`src/rtl/lfc_pkg.sv`:
```
package lfc_pkg;
    localparam int HALF_W  = 16;
    localparam int BLK_W   = 2 * HALF_W;
    localparam int KWORDS  = 4;
    localparam int KEY_W   = KWORDS * HALF_W;
    localparam int LANE_W  = $clog2(KWORDS);

    localparam logic [KEY_W-1:0]  ZSEQ    = 64'hFA2561CDF44AC398;
    localparam logic [HALF_W-1:0] SCHED_C = 16'hFFFC;

    typedef logic [HALF_W-1:0] half_t;
    typedef logic [KWORDS-1:0][HALF_W-1:0] kwin_t;

    function automatic half_t rotl(input half_t v, input int n);
        return half_t'(v << n) | half_t'(v >> (HALF_W - n));
    endfunction

    function automatic half_t rotr(input half_t v, input int n);
        return half_t'(v >> n) | half_t'(v << (HALF_W - n));
    endfunction
endpackage

```
`src/rtl/lfc_key_step.sv`:
```
module lfc_key_step
    import lfc_pkg::*;
(
    input  half_t k_base,
    input  half_t k_next,
    input  half_t k_last,
    input  logic  zbit,
    output half_t k_new
);
    half_t mix;

    always_comb begin
        mix   = rotr(k_last, 3) ^ k_next;
        k_new = SCHED_C ^ {{(HALF_W-1){1'b0}}, zbit} ^ k_base ^ mix ^ rotr(mix, 1);
    end
endmodule

```
`src/rtl/lfc_lane_sel.sv`:
```
module lfc_lane_sel
    import lfc_pkg::*;
#(
    parameter int GROUP = KWORDS
) (
    input  logic [GROUP-1:0][HALF_W-1:0] grp,
    input  logic [$clog2(GROUP)-1:0]      pos,
    input  logic [$clog2(GROUP)-1:0]      lane,
    output half_t                         rkey
);
    localparam int SEL_W = $clog2(GROUP);
    logic [SEL_W-1:0] idx;

    always_comb begin
        idx  = SEL_W'(pos + lane);
        rkey = grp[idx];
    end
endmodule

```
`src/rtl/lfc_round.sv`:
```
module lfc_round
    import lfc_pkg::*;
(
    input  half_t l_in,
    input  half_t r_in,
    input  half_t rkey,
    output half_t l_out,
    output half_t r_out
);
    half_t fval;

    always_comb begin
        fval  = (rotl(l_in, 1) & rotl(l_in, 8)) ^ rotl(l_in, 2);
        l_out = r_in ^ fval ^ rkey;
        r_out = l_in;
    end
endmodule

```
`src/rtl/lane_feistel_core.sv`:
```
module lane_feistel_core
    import lfc_pkg::*;
#(
    parameter int ROUNDS = 32
) (
    input  logic              clk,
    input  logic              rst_n,
    input  logic              start,
    input  logic [BLK_W-1:0]  din,
    input  logic [KEY_W-1:0]  key,
    input  logic [LANE_W-1:0] lane,
    output logic              busy,
    output logic              done,
    output logic [BLK_W-1:0]  dout
);
    localparam int CNT_W = $clog2(ROUNDS);
    localparam int ZI_W  = $clog2(KEY_W);

    typedef struct packed {
        logic              busy;
        logic              done;
        logic [CNT_W-1:0]  cnt;
        logic [LANE_W-1:0] lane;
        half_t             l;
        half_t             r;
        kwin_t             kw;
        kwin_t             kg;
        logic [BLK_W-1:0]  dout;
    } state_t;

    state_t s_q, s_d;

    half_t            k_new, rkey, l_nx, r_nx;
    logic [ZI_W-1:0]  zidx;
    kwin_t            key_words;

    always_comb begin
        for (int j = 0; j < KWORDS; j++) begin
            key_words[j] = key[KEY_W-1-HALF_W*j -: HALF_W];
        end
        zidx = ZI_W'(KEY_W - 1) - ZI_W'(s_q.cnt);
    end

    lfc_key_step i_step (
        .k_base (s_q.kw[0]),
        .k_next (s_q.kw[1]),
        .k_last (s_q.kw[3]),
        .zbit   (ZSEQ[zidx]),
        .k_new  (k_new)
    );

    lfc_lane_sel #(.GROUP(KWORDS)) i_sel (
        .grp  (s_q.kg),
        .pos  (s_q.cnt[LANE_W-1:0]),
        .lane (s_q.lane),
        .rkey (rkey)
    );

    lfc_round i_round (
        .l_in  (s_q.l),
        .r_in  (s_q.r),
        .rkey  (rkey),
        .l_out (l_nx),
        .r_out (r_nx)
    );

    always_comb begin
        s_d      = s_q;
        s_d.done = 1'b0;
        if (s_q.busy) begin
            s_d.l = l_nx;
            s_d.r = r_nx;
            for (int j = 0; j < KWORDS - 1; j++) begin
                s_d.kw[j] = s_q.kw[j+1];
            end
            s_d.kw[KWORDS-1] = k_new;
            if (&s_q.cnt[LANE_W-1:0]) begin
                s_d.kg = s_d.kw;
            end
            if (s_q.cnt == CNT_W'(ROUNDS - 1)) begin
                s_d.busy = 1'b0;
                s_d.done = 1'b1;
                s_d.cnt  = '0;
                s_d.dout = {r_nx, l_nx};
            end else begin
                s_d.cnt = s_q.cnt + 1'b1;
            end
        end else if (start) begin
            s_d.busy = 1'b1;
            s_d.cnt  = '0;
            s_d.lane = lane;
            s_d.l    = din[HALF_W-1:0];
            s_d.r    = din[BLK_W-1:HALF_W];
            s_d.kw   = key_words;
            s_d.kg   = key_words;
        end
    end

    always_ff @(posedge clk or negedge rst_n) begin
        if (!rst_n) begin
            s_q <= '0;
        end else begin
            s_q <= s_d;
        end
    end

    assign busy = s_q.busy;
    assign done = s_q.done;
    assign dout = s_q.dout;

    // strobe lasts a single cycle
    a_r8_done_single: assert property (@(posedge clk) disable iff (!rst_n)
        done |=> !done);

    // result register moves only at a completion
    a_r8_dout_hold: assert property (@(posedge clk) disable iff (!rst_n)
        !busy |=> $stable(dout));

    // completion follows a run
    a_r7_done_after_busy: assert property (@(posedge clk) disable iff (!rst_n)
        $rose(done) |-> $past(busy));

    // a run cannot be cut short, start or not
    a_r9_no_abort: assert property (@(posedge clk) disable iff (!rst_n)
        (busy && s_q.cnt != CNT_W'(ROUNDS - 1)) |=> (busy && !done));

    // group words stay fixed inside a group of four rounds
    a_r4_group_steady: assert property (@(posedge clk) disable iff (!rst_n)
        (busy && !(&s_q.cnt[LANE_W-1:0])) |=> $stable(s_q.kg));
endmodule

```
`config.mk`:
```
export PLATFORM = sky130hd
export DESIGN_NAME = lane_feistel_core
export DESIGN_NICKNAME = d
export VERILOG_FILES = /design/src/rtl/lfc_pkg.sv /design/src/rtl/lfc_key_step.sv /design/src/rtl/lfc_lane_sel.sv /design/src/rtl/lfc_round.sv /design/src/rtl/lane_feistel_core.sv
export SDC_FILE = /design/constraint.sdc
export NUM_CORES = 1
export LEC_CHECK = 0
export ABC_AREA = 1
export CORE_ASPECT_RATIO = 2
export CORE_MARGIN = 2
export CORE_UTILIZATION = 45
export DETAILED_ROUTE_END_ITERATION = 10
export PLACE_DENSITY = 0.66
export SYNTH_ARGS = -nofsm -noshare
export SYNTH_HDL_FRONTEND = slang
export SYNTH_HIERARCHICAL = 1
export SYNTH_SLANG_ARGS = --single-unit
```
`constraint.sdc`:
```
create_clock -name clk -period 3 [get_ports clk]
set_input_delay 0.9 -clock clk [delete_from_list [all_inputs] [get_ports clk]]
set_output_delay 0.9 -clock clk [all_outputs]
set_load 0.01 [all_outputs]
```
After elaboration in Yosys (flattened, before gate mapping)
Memories as Yosys holds them, arrays and structs flattened.
Cells that the tools add are included.
- $add $sub $neg: 3
- $lt $le $gt $ge: 2
- equal/unequal tests: 2
- mux-type cells: 12
- bitwise operators: 14
- reductions and logical operators: 5
- operators by type and width (operator ; number):
    167-bit two-way mux ; 1
    160-bit two-way mux ; 1
    16-bit bitwise XOR ; 7
    64-bit two-way mux ; 1
    16-bit binary-select mux with 2-bit select ; 1
    16-bit bitwise AND ; 1
    16-bit two-way mux ; 1
    13-bit by 16-bit bitwise OR with 16-bit output ; 1
    15-bit by 16-bit bitwise OR with 16-bit output ; 1
    16-bit by 1-bit bitwise OR with 16-bit output ; 1
    16-bit by 2-bit bitwise OR with 16-bit output ; 1
    16-bit by 8-bit bitwise OR with 16-bit output ; 1
    5-bit two-way mux ; 2
    2-bit AND reduction ; 4
    6-bit by 7-bit less-than comparator with 1-bit output, second input constant ; 1
    6-bit by 5-bit subtractor with 6-bit output, first input constant ; 1
    5-bit by 1-bit adder with 5-bit output, second input constant ; 1
    5-bit == test, second input constant ; 1
    1-bit two-way mux ; 4
    2-bit by 3-bit less-than comparator with 1-bit output, second input constant ; 1
    2-bit adder ; 1
    2-bit two-way mux ; 1
    2-bit by 1-bit inequality test with 1-bit output, second input constant ; 1
    2-bit nonzero test ; 1
    1-bit inverter ; 1
- flip-flop bits (word level): 201
- bits in read-only memories: 64
- output and inout bits: 34
- logic and storage cells: 54
- memories kept: 1
- memories (memory ; depth ; width ; rd ports ; clocked after memory_dff ; wr ports ; line ; text):
    (no name shown) ; 64 ; 1 ; 1 ; 0 ; 0 ; lane_feistel_core.sv:48 ; .zbit (ZSEQ[zidx]),

Depth between registers and ports, before layout
Gate-level depths: netlist of the first run.
- word-level depth: 8
- gate-level depth with buffers: 18
- mapped depth without buffers: 18

Hierarchy
The synthesis of the first run kept the hierarchy.
- by module, submodules not included (module ; instances ; cells each ; area an instance (um^2) ; sequential area each (um^2)):
    lane_feistel_core ; 1 ; 1078 ; 8697.1 ; 5029.8
    lfc_round ; 1 ; 272 ; 1121.1 ; 0.0
    lfc_key_step ; 1 ; 247 ; 947.2 ; 0.0
    lfc_lane_sel ; 1 ; 164 ; 754.5 ; 0.0

Worst setup path after synthesis of the first run
No wires, ideal clock.
- path type: reg2reg
- start point: register s_q[194] in the netlist's numbering
- end point: register s_q[188] in the netlist's numbering
- arrival: 1.697 ns
- required time: 2.876 ns
- slack: 1.180 ns
- stages on the path, launching flop included: 14
- path buffers: 2
- cell sequence: dfrtp_1 > ha_1 > buf_4 > buf_2 > o21ai_0 > nand3_1 > nand2_1 > inv_1 > nand2_1 > nand2_1 > nand3_1 > nand2_1 > nand2_1 > nand3_1
- cells in the longest elaborated chain, start to end: 5
- RTL lines (what ; line ; text):
    start: declaration ; lane_feistel_core.sv:31 ; state_t s_q, s_d;
    start signal: assignment ; lane_feistel_core.sv:101 ; s_q <= '0;
    start signal: assignment ; lane_feistel_core.sv:103 ; s_q <= s_d;
    2-bit adder ; lfc_lane_sel.sv:15 ; idx = SEL_W'(pos + lane);
    16-bit binary-select mux with 2-bit select ; lfc_lane_sel.sv:16 ; rkey = grp[idx];
    16-bit two-way mux (implied by the code) ; lfc_lane_sel.sv:16 ;
    net rkey[12] ; lane_feistel_core.sv:33 ; half_t k_new, rkey, l_nx, r_nx;
    16-bit bitwise XOR ; lfc_round.sv:14 ; l_out = r_in ^ fval ^ rkey;
    net l_nx[12] ; lane_feistel_core.sv:33 ;
    160-bit two-way mux ; lane_feistel_core.sv:70 ; if (s_q.busy) begin
The timed path passes the listed nets, and every way through them passes these cells. The select of a mux whose other input is x is not followed.
A chain may end at the register's enable or synchronous reset.

Worst setup path in the final report of the first run
- start point: register s_q (netlist bit busy)
- end point: output port busy
- RTL lines (what ; line ; text):
    end: declaration ; lane_feistel_core.sv:12 ; output logic busy,
No word-level cell between the ends.

==> flow_metrics.env, run 1 <==
export IMPL_grtUsageTotal_pct=25.4
export IMPL_drv_cap=0
export IMPL_finalHoldViolCount=0
export IMPL_rsz0062_at_grt="false"
export IMPL_max_slew_margin_pct=64.6
export IMPL_cts_root_buf="clkbuf_16"
export IMPL_n_fill_cell=2495
export IMPL_row_count=82
export IMPL_syn_cell_area_sq_um=11500
export IMPL_total_power_w=0.0167
export IMPL_cellPowerDensity_nw_per_um2=1230
export IMPL_yosysWarnings=6
export IMPL_synth_flop_cell="dfrtp_1"
export IMPL_grt_first_pass_wirelength_mm=53.8
export IMPL_clk_latency_ns=0.52
export IMPL_yosysSeqAreaShare_pct=43.7
export IMPL_ys_async_sr_fraction_pct=100
export IMPL_setup_viol=0
export IMPL_tightest_slew_ns=0.530
export IMPL_ys_top_cells_by_count="nand2_1 (1081), dfrtp_1 (201), nand3_1 (168)"
export IMPL_numClockSinks=201
export IMPL_tns_ns=0
export IMPL_crit_path_cell_trace="clkdlybuf4s50_1"
export IMPL_r2r_start="s_q[194]"
export IMPL_fmax_mhz=374
export IMPL_vias=10825
export IMPL_layout_drive_gt1_share_pct=3.26
export IMPL_drtAntennaViolNets=0
export IMPL_cp_max_fo=30
export IMPL_post_cts_buffers=0
export IMPL_synth_seq_cells=201
export IMPL_cts_resized=0
export IMPL_drc_errors=0
export IMPL_io_buffers=134
export IMPL_peakVddDrop_mv=0.523
export IMPL_crit_type="flop to output port"
export IMPL_clock_skew_ns=0.0184
export IMPL_coreArea_sq_um=25100
export IMPL_die_h_microns=230
export IMPL_drt_iter0_drc=696
export IMPL_gp_congestion=0.857
export IMPL_arrival_ns=1.77
export IMPL_grt_ovfl_total=0
export IMPL_synth_edf_count=0
export IMPL_reg2regPathDepth=13
export IMPL_ioPinCount=135
export IMPL_p_leak_nw=7.44
export IMPL_finalCritPeriodShare_pct=89.0
export IMPL_dieArea_sq_um=27000
export IMPL_final_nets=1933
export IMPL_hold_path_class="primary input to asynchronous set/reset pin"
export IMPL_critPathSlowestCell="dfrtp_4"
export IMPL_area_delta_synth_final_pct=17.2
export IMPL_syn_instance_count=1761
export IMPL_cp_required_ns=2.10
export IMPL_tritoncts="yes"
export IMPL_synth_top_cell_area_share_pct=43.7
export IMPL_vias_per_cell=4.98
export IMPL_firstDrtPassIters=5
export IMPL_critPathTopFamily="flip-flops"
export IMPL_period_needed_ns=2.67
export IMPL_crit_buf_inv=1
export IMPL_wl_per_cell_microns=15.2
export IMPL_start_util_pct=45.8
export IMPL_synth_most_common_cell="nand2_1"
export IMPL_r2r_end="dout[7]"
export IMPL_cp_slowest_stage_delay_ns=0.65
export IMPL_synth_lib_cells_used_distinct=22
export IMPL_reg2reg_slack_ns=0.60
export IMPL_outcome="complete, no violations"
export IMPL_grt_pass1_vias=10849
export IMPL_n_antenna_cell=0
export IMPL_clk_pin_slew_ns=0.07
export IMPL_antenna_found_initial=0
export IMPL_hpwl_mm=23.8
export IMPL_syn_area_per_cell_sq_um=6.54
export IMPL_drt_total_wl_mm=33.1
export IMPL_cts_made_buffers=20
export IMPL_synth_area_leaders="dfrtp_1 (44%), nand2_1 (35%), nand3_1 (7.3%)"
export IMPL_cts_hold_fix_buffers=0
export IMPL_cts_htree_levels=1
export IMPL_synth_net_count=1868
export IMPL_synth_largest_area_cell="dfrtp_1"
export IMPL_grt_max_degree=65
export IMPL_drv_slew=0
export IMPL_die_w_microns=117
export IMPL_crit_path_end_kind="output port"
export IMPL_cts_buffer_depth=3
export IMPL_cp_start_kind="flop"
## layer usage
| metal | track usage (%) | wire, microns | vias to the layer above |
|---|---|---|---|
| met5 | 0 | 0 | - |
| met4 | 15.5 | 2270 | 0 |
| met3 | 2.56 | 1120 | 98 |
| met2 | 46.2 | 17400 | 255 |
| met1 | 27.4 | 12300 | 5055 |
| li1 | - | - | 5417 |
## final cells by class
type,count,area [sq um],area share [%]
Clock inverter,9,125,0.927
Inverter,146,548,4.06
Sequential cell,201,5030,37.3
Multi-Input combinational cell,1306,5290,39.2
Timing Repair Buffer,151,1550,11.5
Clock buffer,25,541,4.00
Tap cell,336,420,3.11
## kinds of logic after synthesis
family,after synthesis,share of synthesized area (%)
buffers and inverters,254,10.5
adder cells (fa/ha/maj),6,0.652
AND/OR/NAND/NOR,1261,43.4
flip-flops,201,43.7
AO/OA/AOI/OAI,39,1.73
## worst max path at each step
stage / cells after the start / endpoint / start / slack [ns]
after detailed placement: 8 / s_q[45] / start / 0.52
after global placement: 8 / s_q[47] / start / 0.56
after floorplan: 13 / s_q[188] / s_q[194] / 1.18
final: 1 / busy / busy / 0.33
after CTS: 1 / busy / busy / 0.30
after global routing: 1 / busy / busy / 0.26
## flip-flops by register name, indices dropped and copies added (netlist names)
register and count:
busy 1, done 1, dout 32, s_q 167
## per-stage QoR
stage / cell area [sq um] / cells / utilization [%] / setup slack, ns / hold slack (ns)
after global placement: 12800 / 2140 / 51.1 / 0.565 / 0.454
after CTS: 13500 / 2174 / 53.7 / 0.298 / 0.360
after global routing: 13500 / 2174 / 53.7 / 0.262 / 0.382
after detailed placement: 12800 / 2140 / 51.1 / 0.521 / 0.459
final: 13500 / 2174 / 53.7 / 0.329 / 0.347
after floorplan: 11500 / 1761 / - / 1.18 / 0.442
## layout by cell type, fill, tap and decap left out
master,Yosys,layout
nor2_1,3,3
nand3_4,1,1
dfrtp_4,0,1
dfrtp_1,201,200
buf_12,0,6
clkbuf_1,19,4
o211ai_1,1,1
clkdlybuf4s50_1,0,133
bufinv_16,0,3
nand2_4,3,3
clkbuf_8,0,1
o22ai_1,1,1
nand3_1,168,168
inv_2,2,2
clkinvlp_4,0,2
o21ai_4,0,1
o21ai_0,35,35
nor2_4,2,2
nand2_1,1081,1081
nand4_1,1,1
inv_1,144,144
clkinv_2,0,4
ha_1,6,6
o21ai_1,2,1
nand2_2,2,2
clkbuf_16,0,21
buf_4,55,11
## report_power, final
group	leakage [nW]	switching (W)	internal [W]	total (W)
Combinational	4.63	0.00532	0.00321	0.00852
Clock	0.322	0.00111	0.00154	0.00265
Sequential	2.49	0.00143	0.00408	0.00550
Total	7.44	0.00785	0.00882	0.0167
No activity file was read; power rests on OpenSTA's default activity.
==> run 2: changes to the inputs <==
--- a/config.mk
+++ b/config.mk
@@ -11,4 +11,5 @@
 export CORE_UTILIZATION = 45
 export DETAILED_ROUTE_END_ITERATION = 10
+export GPL_TIMING_DRIVEN = 0
 export PLACE_DENSITY = 0.66
 export SYNTH_ARGS = -nofsm -noshare
==> constraint.sdc (replaced) <==
create_clock -name clk -period 3 [get_ports clk]
set_input_delay 0.9 -clock clk [delete_from_list [all_inputs] [get_ports clk]]
set_output_delay 0.9 -clock clk [all_outputs]
set_load 0.05 [all_outputs]
==> flow_metrics.env, run 2 (synthesis gave the netlist of run 1 again) <==
export IMPL_drc_errors=0
export IMPL_finalCritPeriodShare_pct=89.9
export IMPL_row_count=82
export IMPL_clock_skew_ns=0.0169
export IMPL_cp_slowest_stage_delay_ns=0.79
export IMPL_cts_root_buf="clkbuf_16"
export IMPL_grtUsageTotal_pct=29.6
export IMPL_drt_iter0_drc=839
export IMPL_place_area_sq_um=13300
export IMPL_regMostFlops="s_q"
export IMPL_max_slew_margin_pct=43.5
export IMPL_drt_total_wl_mm=39.1
export IMPL_cts_htree_levels=1
export IMPL_setup_ws_ns=0.303
export IMPL_critPathSlowestCell="clkdlybuf4s50_1"
export IMPL_crit_path_end_kind="output port"
export IMPL_wl_per_cell_microns=17.2
export IMPL_switching_share_pct=49.8
export IMPL_n_antenna_cell=0
export IMPL_grt_ovfl_total=0
export IMPL_layout_drive_gt1_share_pct=6.83
export IMPL_tightest_slew_ns=0.847
export IMPL_area_delta_synth_final_pct=21.7
export IMPL_cp_required_ns=2.10
export IMPL_final_nets=2025
export IMPL_ff_latch_area_sq_um=5030
export IMPL_fmax_mhz=371
export IMPL_hpwl_mm=29.7
export IMPL_clk_latency_ns=0.52
export IMPL_cts_made_buffers=20
export IMPL_grt_max_degree=102
export IMPL_clk_pin_slew_ns=0.06
export IMPL_internal_power_w=0.00936
export IMPL_start_util_pct=45.8
export IMPL_cellPowerDensity_nw_per_um2=1330
export IMPL_p_leak_nw=7.82
export IMPL_rsz0062_at_grt="false"
export IMPL_crit_path_cell_trace="buf_4 > clkdlybuf4s50_1"
export IMPL_cp_max_fo=2
export IMPL_hold_path_class="primary input to asynchronous set/reset pin"
export IMPL_layout_cells_non_filler=2268
export IMPL_crit_type="flop to output port"
export IMPL_gp_congestion=0.931
export IMPL_antenna_found_initial=0
export IMPL_firstDrtPassIters=9
export IMPL_grt_pass1_vias=11305
export IMPL_tritoncts="yes"
export IMPL_post_cts_buffers=0
export IMPL_drtAntennaViolNets=0
export IMPL_outcome="complete, no violations"
export IMPL_n_fill_cell=2491
export IMPL_ioPinCount=135
export IMPL_switchingPower_w=0.00929
export IMPL_grt_first_pass_wirelength_mm=59.4
export IMPL_io_buffers=134
export IMPL_cts_buffer_depth=3
export IMPL_dp_worst_setup_slack_ns=0.161
export IMPL_vias_per_cell=5.08
export IMPL_drv_slew=0
export IMPL_final_common_cell="nand2_1"
export IMPL_arrival_ns=1.80
export IMPL_cp_start_kind="flop"
export IMPL_setup_viol=0
export IMPL_die_w_microns=117
export IMPL_coreArea_sq_um=25100
export IMPL_cts_resized=0
export IMPL_multi_input_area_sq_um=5280
export IMPL_finalHoldViolCount=0
export IMPL_pwr_share_clk_pct=14.9
export IMPL_peakVddDrop_mv=0.696
export IMPL_combPwrFrac_pct=56.0
export IMPL_vias=11529
export IMPL_period_needed_ns=2.70
export IMPL_final_cell_mix="nand2_1 (1081), dfrtp_1 (201), nand3_1 (168)"
export IMPL_drv_cap=0
export IMPL_numClockSinks=201
export IMPL_largest_reg_flops=167
export IMPL_critPathTopFamily="buffers and inverters"
export IMPL_pwr_share_seq_pct=29.1
export IMPL_crit_buf_inv=2
export IMPL_stdcell_area_sq_um=14000
export IMPL_dieArea_sq_um=27000
export IMPL_dp_cells=2232
export IMPL_cts_hold_fix_buffers=0
export IMPL_die_h_microns=230
[run 2: routing by layer]
| metal | global-route usage [%] | vias to the layer above | wire, microns |
|---|---|---|---|
| met1 | 29.3 | 5361 | 12900 |
| met2 | 53.6 | 393 | 20600 |
| met3 | 2.82 | 155 | 1740 |
| li1 | - | 5620 | - |
| met4 | 24.0 | 0 | 3910 |
| met5 | 0 | - | 0 |
[run 2: path summary, 6_finish.rpt]
| check | endpoint | slack (ns) | cells after the start | from |
|---|---|---|---|---|
| worst max-delay path | dout[15] | 0.30 | 2 | dout[15] |
| worst min-delay path | s_q[40] | 0.41 | 1 | rst_n |
| worst max register to register | s_q[182] | 0.44 | 12 | s_q[194] |
| worst min register to register | s_q[34] | 0.47 | 2 | s_q[34] |
| max in group asynchronous | s_q[180] | 1.52 | 2 | rst_n |
| min in group clk | s_q[34] | 0.47 | 2 | s_q[34] |
[run 2: stage by stage]
step / util [%] / power (W) / hold WS (ns) / setup TNS [ns]
after floorplan: - / 0.0124 / 0.442 / 0
after global placement: 52.8 / 0.0155 / 0.453 / -1553.69
after detailed placement: 53.0 / 0.0158 / 0.458 / 0
after CTS: 55.8 / 0.0186 / 0.472 / 0
after global routing: 55.8 / 0.0201 / 0.492 / 0
final: 55.8 / 0.0186 / 0.415 / 0
[run 2: layout make-up]
cell class                 count  share of cell area [%]
multi-input combinational   1306                    37.6
sequential                   201                    35.9
timing repair buffer         135                    9.80
buffer                       108                    4.75
clock buffer                  29                    4.25
inverter                     146                    3.91
tap                          336                    3.00
clock inverter                 7                   0.785
[run 2: power by group through the flow]
stage / combinational [W] / clock (W) / sequential, W
final: 0.0105 / 0.00277 / 0.00543
after global routing: 0.0117 / 0.00288 / 0.00558
after CTS: 0.0104 / 0.00280 / 0.00539
after detailed placement: 0.0104 / 0 / 0.00542
after global placement: 0.0101 / 0 / 0.00538
after floorplan: 0.00741 / 0 / 0.00498
==> run 3: changes to the inputs <==
Settings changed: DONT_BUFFER_PORTS from default to 1, PLACE_DENSITY 0.66 to default, RECOVER_POWER from default to 50.
==> flow_metrics.env, run 3 (synthesis gave the netlist of run 1 again) <==
export IMPL_final_nets=1890
export IMPL_hold_path_class="primary input to asynchronous set/reset pin"
export IMPL_area_delta_synth_final_pct=9.54
export IMPL_n_fill_cell=2675
export IMPL_clock_skew_ns=0.0121
export IMPL_grt_first_pass_wirelength_mm=57.7
export IMPL_final_cell_mix="nand2_1 (1081), dfrtp_1 (201), nand3_1 (168)"
export IMPL_clk_pin_slew_ns=0.07
export IMPL_cp_required_ns=3.44
export IMPL_antenna_found_initial=4
export IMPL_setup_viol=0
export IMPL_outcome="complete, no violations"
export IMPL_wl_per_cell_microns=18.4
export IMPL_hpwl_mm=29.6
export IMPL_final_common_cell="nand2_1"
export IMPL_cts_made_buffers=20
export IMPL_drv_cap=0
export IMPL_die_h_microns=230
export IMPL_tns_ns=0
export IMPL_vias=10886
export IMPL_gp_congestion=0.901
export IMPL_crit_type="flop to flop"
export IMPL_arrival_ns=3.15
export IMPL_coreArea_sq_um=25100
export IMPL_crit_buf_inv=3
export IMPL_hold_slack_ns=0.0895
export IMPL_drc_errors=0
export IMPL_reg2regPathDepth=6
export IMPL_rsz0062_at_grt="false"
export IMPL_dieArea_sq_um=27000
export IMPL_cts_root_buf="clkbuf_16"
export IMPL_cts_htree_levels=1
export IMPL_crit_path_cell_trace="buf_4 > nor2_1 > clkbuf_1 > buf_2 > nand2_1 > nand3_1"
export IMPL_numClockSinks=201
export IMPL_die_w_microns=117
export IMPL_cp_slowest_stage_delay_ns=0.67
export IMPL_crit_path_end_kind="flop"
export IMPL_row_count=82
export IMPL_start_util_pct=45.8
export IMPL_vias_per_cell=5.10
export IMPL_drt_total_wl_mm=39.2
export IMPL_drv_slew=0
export IMPL_crit_path_start="busy"
export IMPL_path_depth=6
export IMPL_cp_start_kind="flop"
export IMPL_grt_ovfl_total=0
export IMPL_grt_pass1_vias=10546
export IMPL_drtAntennaViolNets=0
export IMPL_layout_drive_gt1_share_pct=6.74
export IMPL_peakVddDrop_mv=0.771
export IMPL_ioPinCount=135
export IMPL_multi_input_area_sq_um=5260
export IMPL_grt_max_degree=202
export IMPL_critPathTopFamily="buffers and inverters"
export IMPL_ff_latch_area_sq_um=5030
export IMPL_drt_iter0_drc=815
export IMPL_io_buffers=0
export IMPL_cts_resized=0
export IMPL_grtUsageTotal_pct=29.2
export IMPL_clk_latency_ns=0.51
export IMPL_r2r_start="busy"
export IMPL_cts_buffer_depth=3
export IMPL_cp_max_fo=10
export IMPL_finalHoldViolCount=0
export IMPL_max_slew_margin_pct=35.4
export IMPL_largest_reg_flops=167
export IMPL_post_cts_buffers=0
export IMPL_tritoncts="yes"
export IMPL_critPathSlowestCell="clkbuf_1"
export IMPL_finalCritPeriodShare_pct=90.2
export IMPL_firstDrtPassIters=8
export IMPL_cts_hold_fix_buffers=0
export IMPL_p_leak_nw=7.24
export IMPL_period_needed_ns=2.71
export IMPL_regMostFlops="s_q"
export IMPL_tightest_slew_ns=0.969
export IMPL_cellPowerDensity_nw_per_um2=1430
export IMPL_fmax_mhz=370
-- run 3: final timing paths --
check                          end  slack (ns)
hold reg to reg            s_q[88]        0.47
max in group asynchronous  dout[7]        2.43
setup reg to reg           s_q[97]        0.29
hold / removal                done        0.09
setup / recovery           s_q[97]        0.29
min in group clk           s_q[88]        0.47
-- run 3: routing by layer --
layer | wire length [microns] | global-route usage, % | vias to the layer above | part of all wire (%)
met1 | 13200 | 28.0 | 5063 | 34
met4 | 3600 | 23.2 | 0 | 9.2
met3 | 1620 | 3.40 | 141 | 4.1
met5 | 0 | 0 | - | 0
met2 | 20800 | 53.9 | 334 | 53
li1 | - | - | 5348 | -
-- run 3: power breakdown --
part	leakage (nW)	internal [W]	switching, W	total (W)
logic	4.43	0.00319	0.00665	0.00985
clock network	0.332	0.00158	0.00113	0.00271
registers	2.49	0.00407	0.00136	0.00544
-- run 3: stage by stage --
stage	worst slack, ns	total power (W)	std cells	utilization, %	instance area (sq um)
3_3_place_gp	0.406	0.0150	2097	47.5	11900
6_report	0.294	0.0180	2136	50.2	12600
4_1_cts	0.423	0.0180	2132	50.3	12600
5_1_grt	0.132	0.0195	2136	50.2	12600
2_1_floorplan	1.18	0.0124	1761	-	11500
3_5_place_dp	0.435	0.0153	2097	47.5	11900
-- run 3: area by class of cell --
cell class                      instances  area share [%]
Clock buffer                           30            4.83
Buffer                                108            5.20
Inverter                              146            4.34
Clock inverter                          5           0.664
Sequential cell                       201            39.9
Antenna cell                            4          0.0793
Multi-Input combinational cell       1306            41.7
Tap cell                              336            3.33
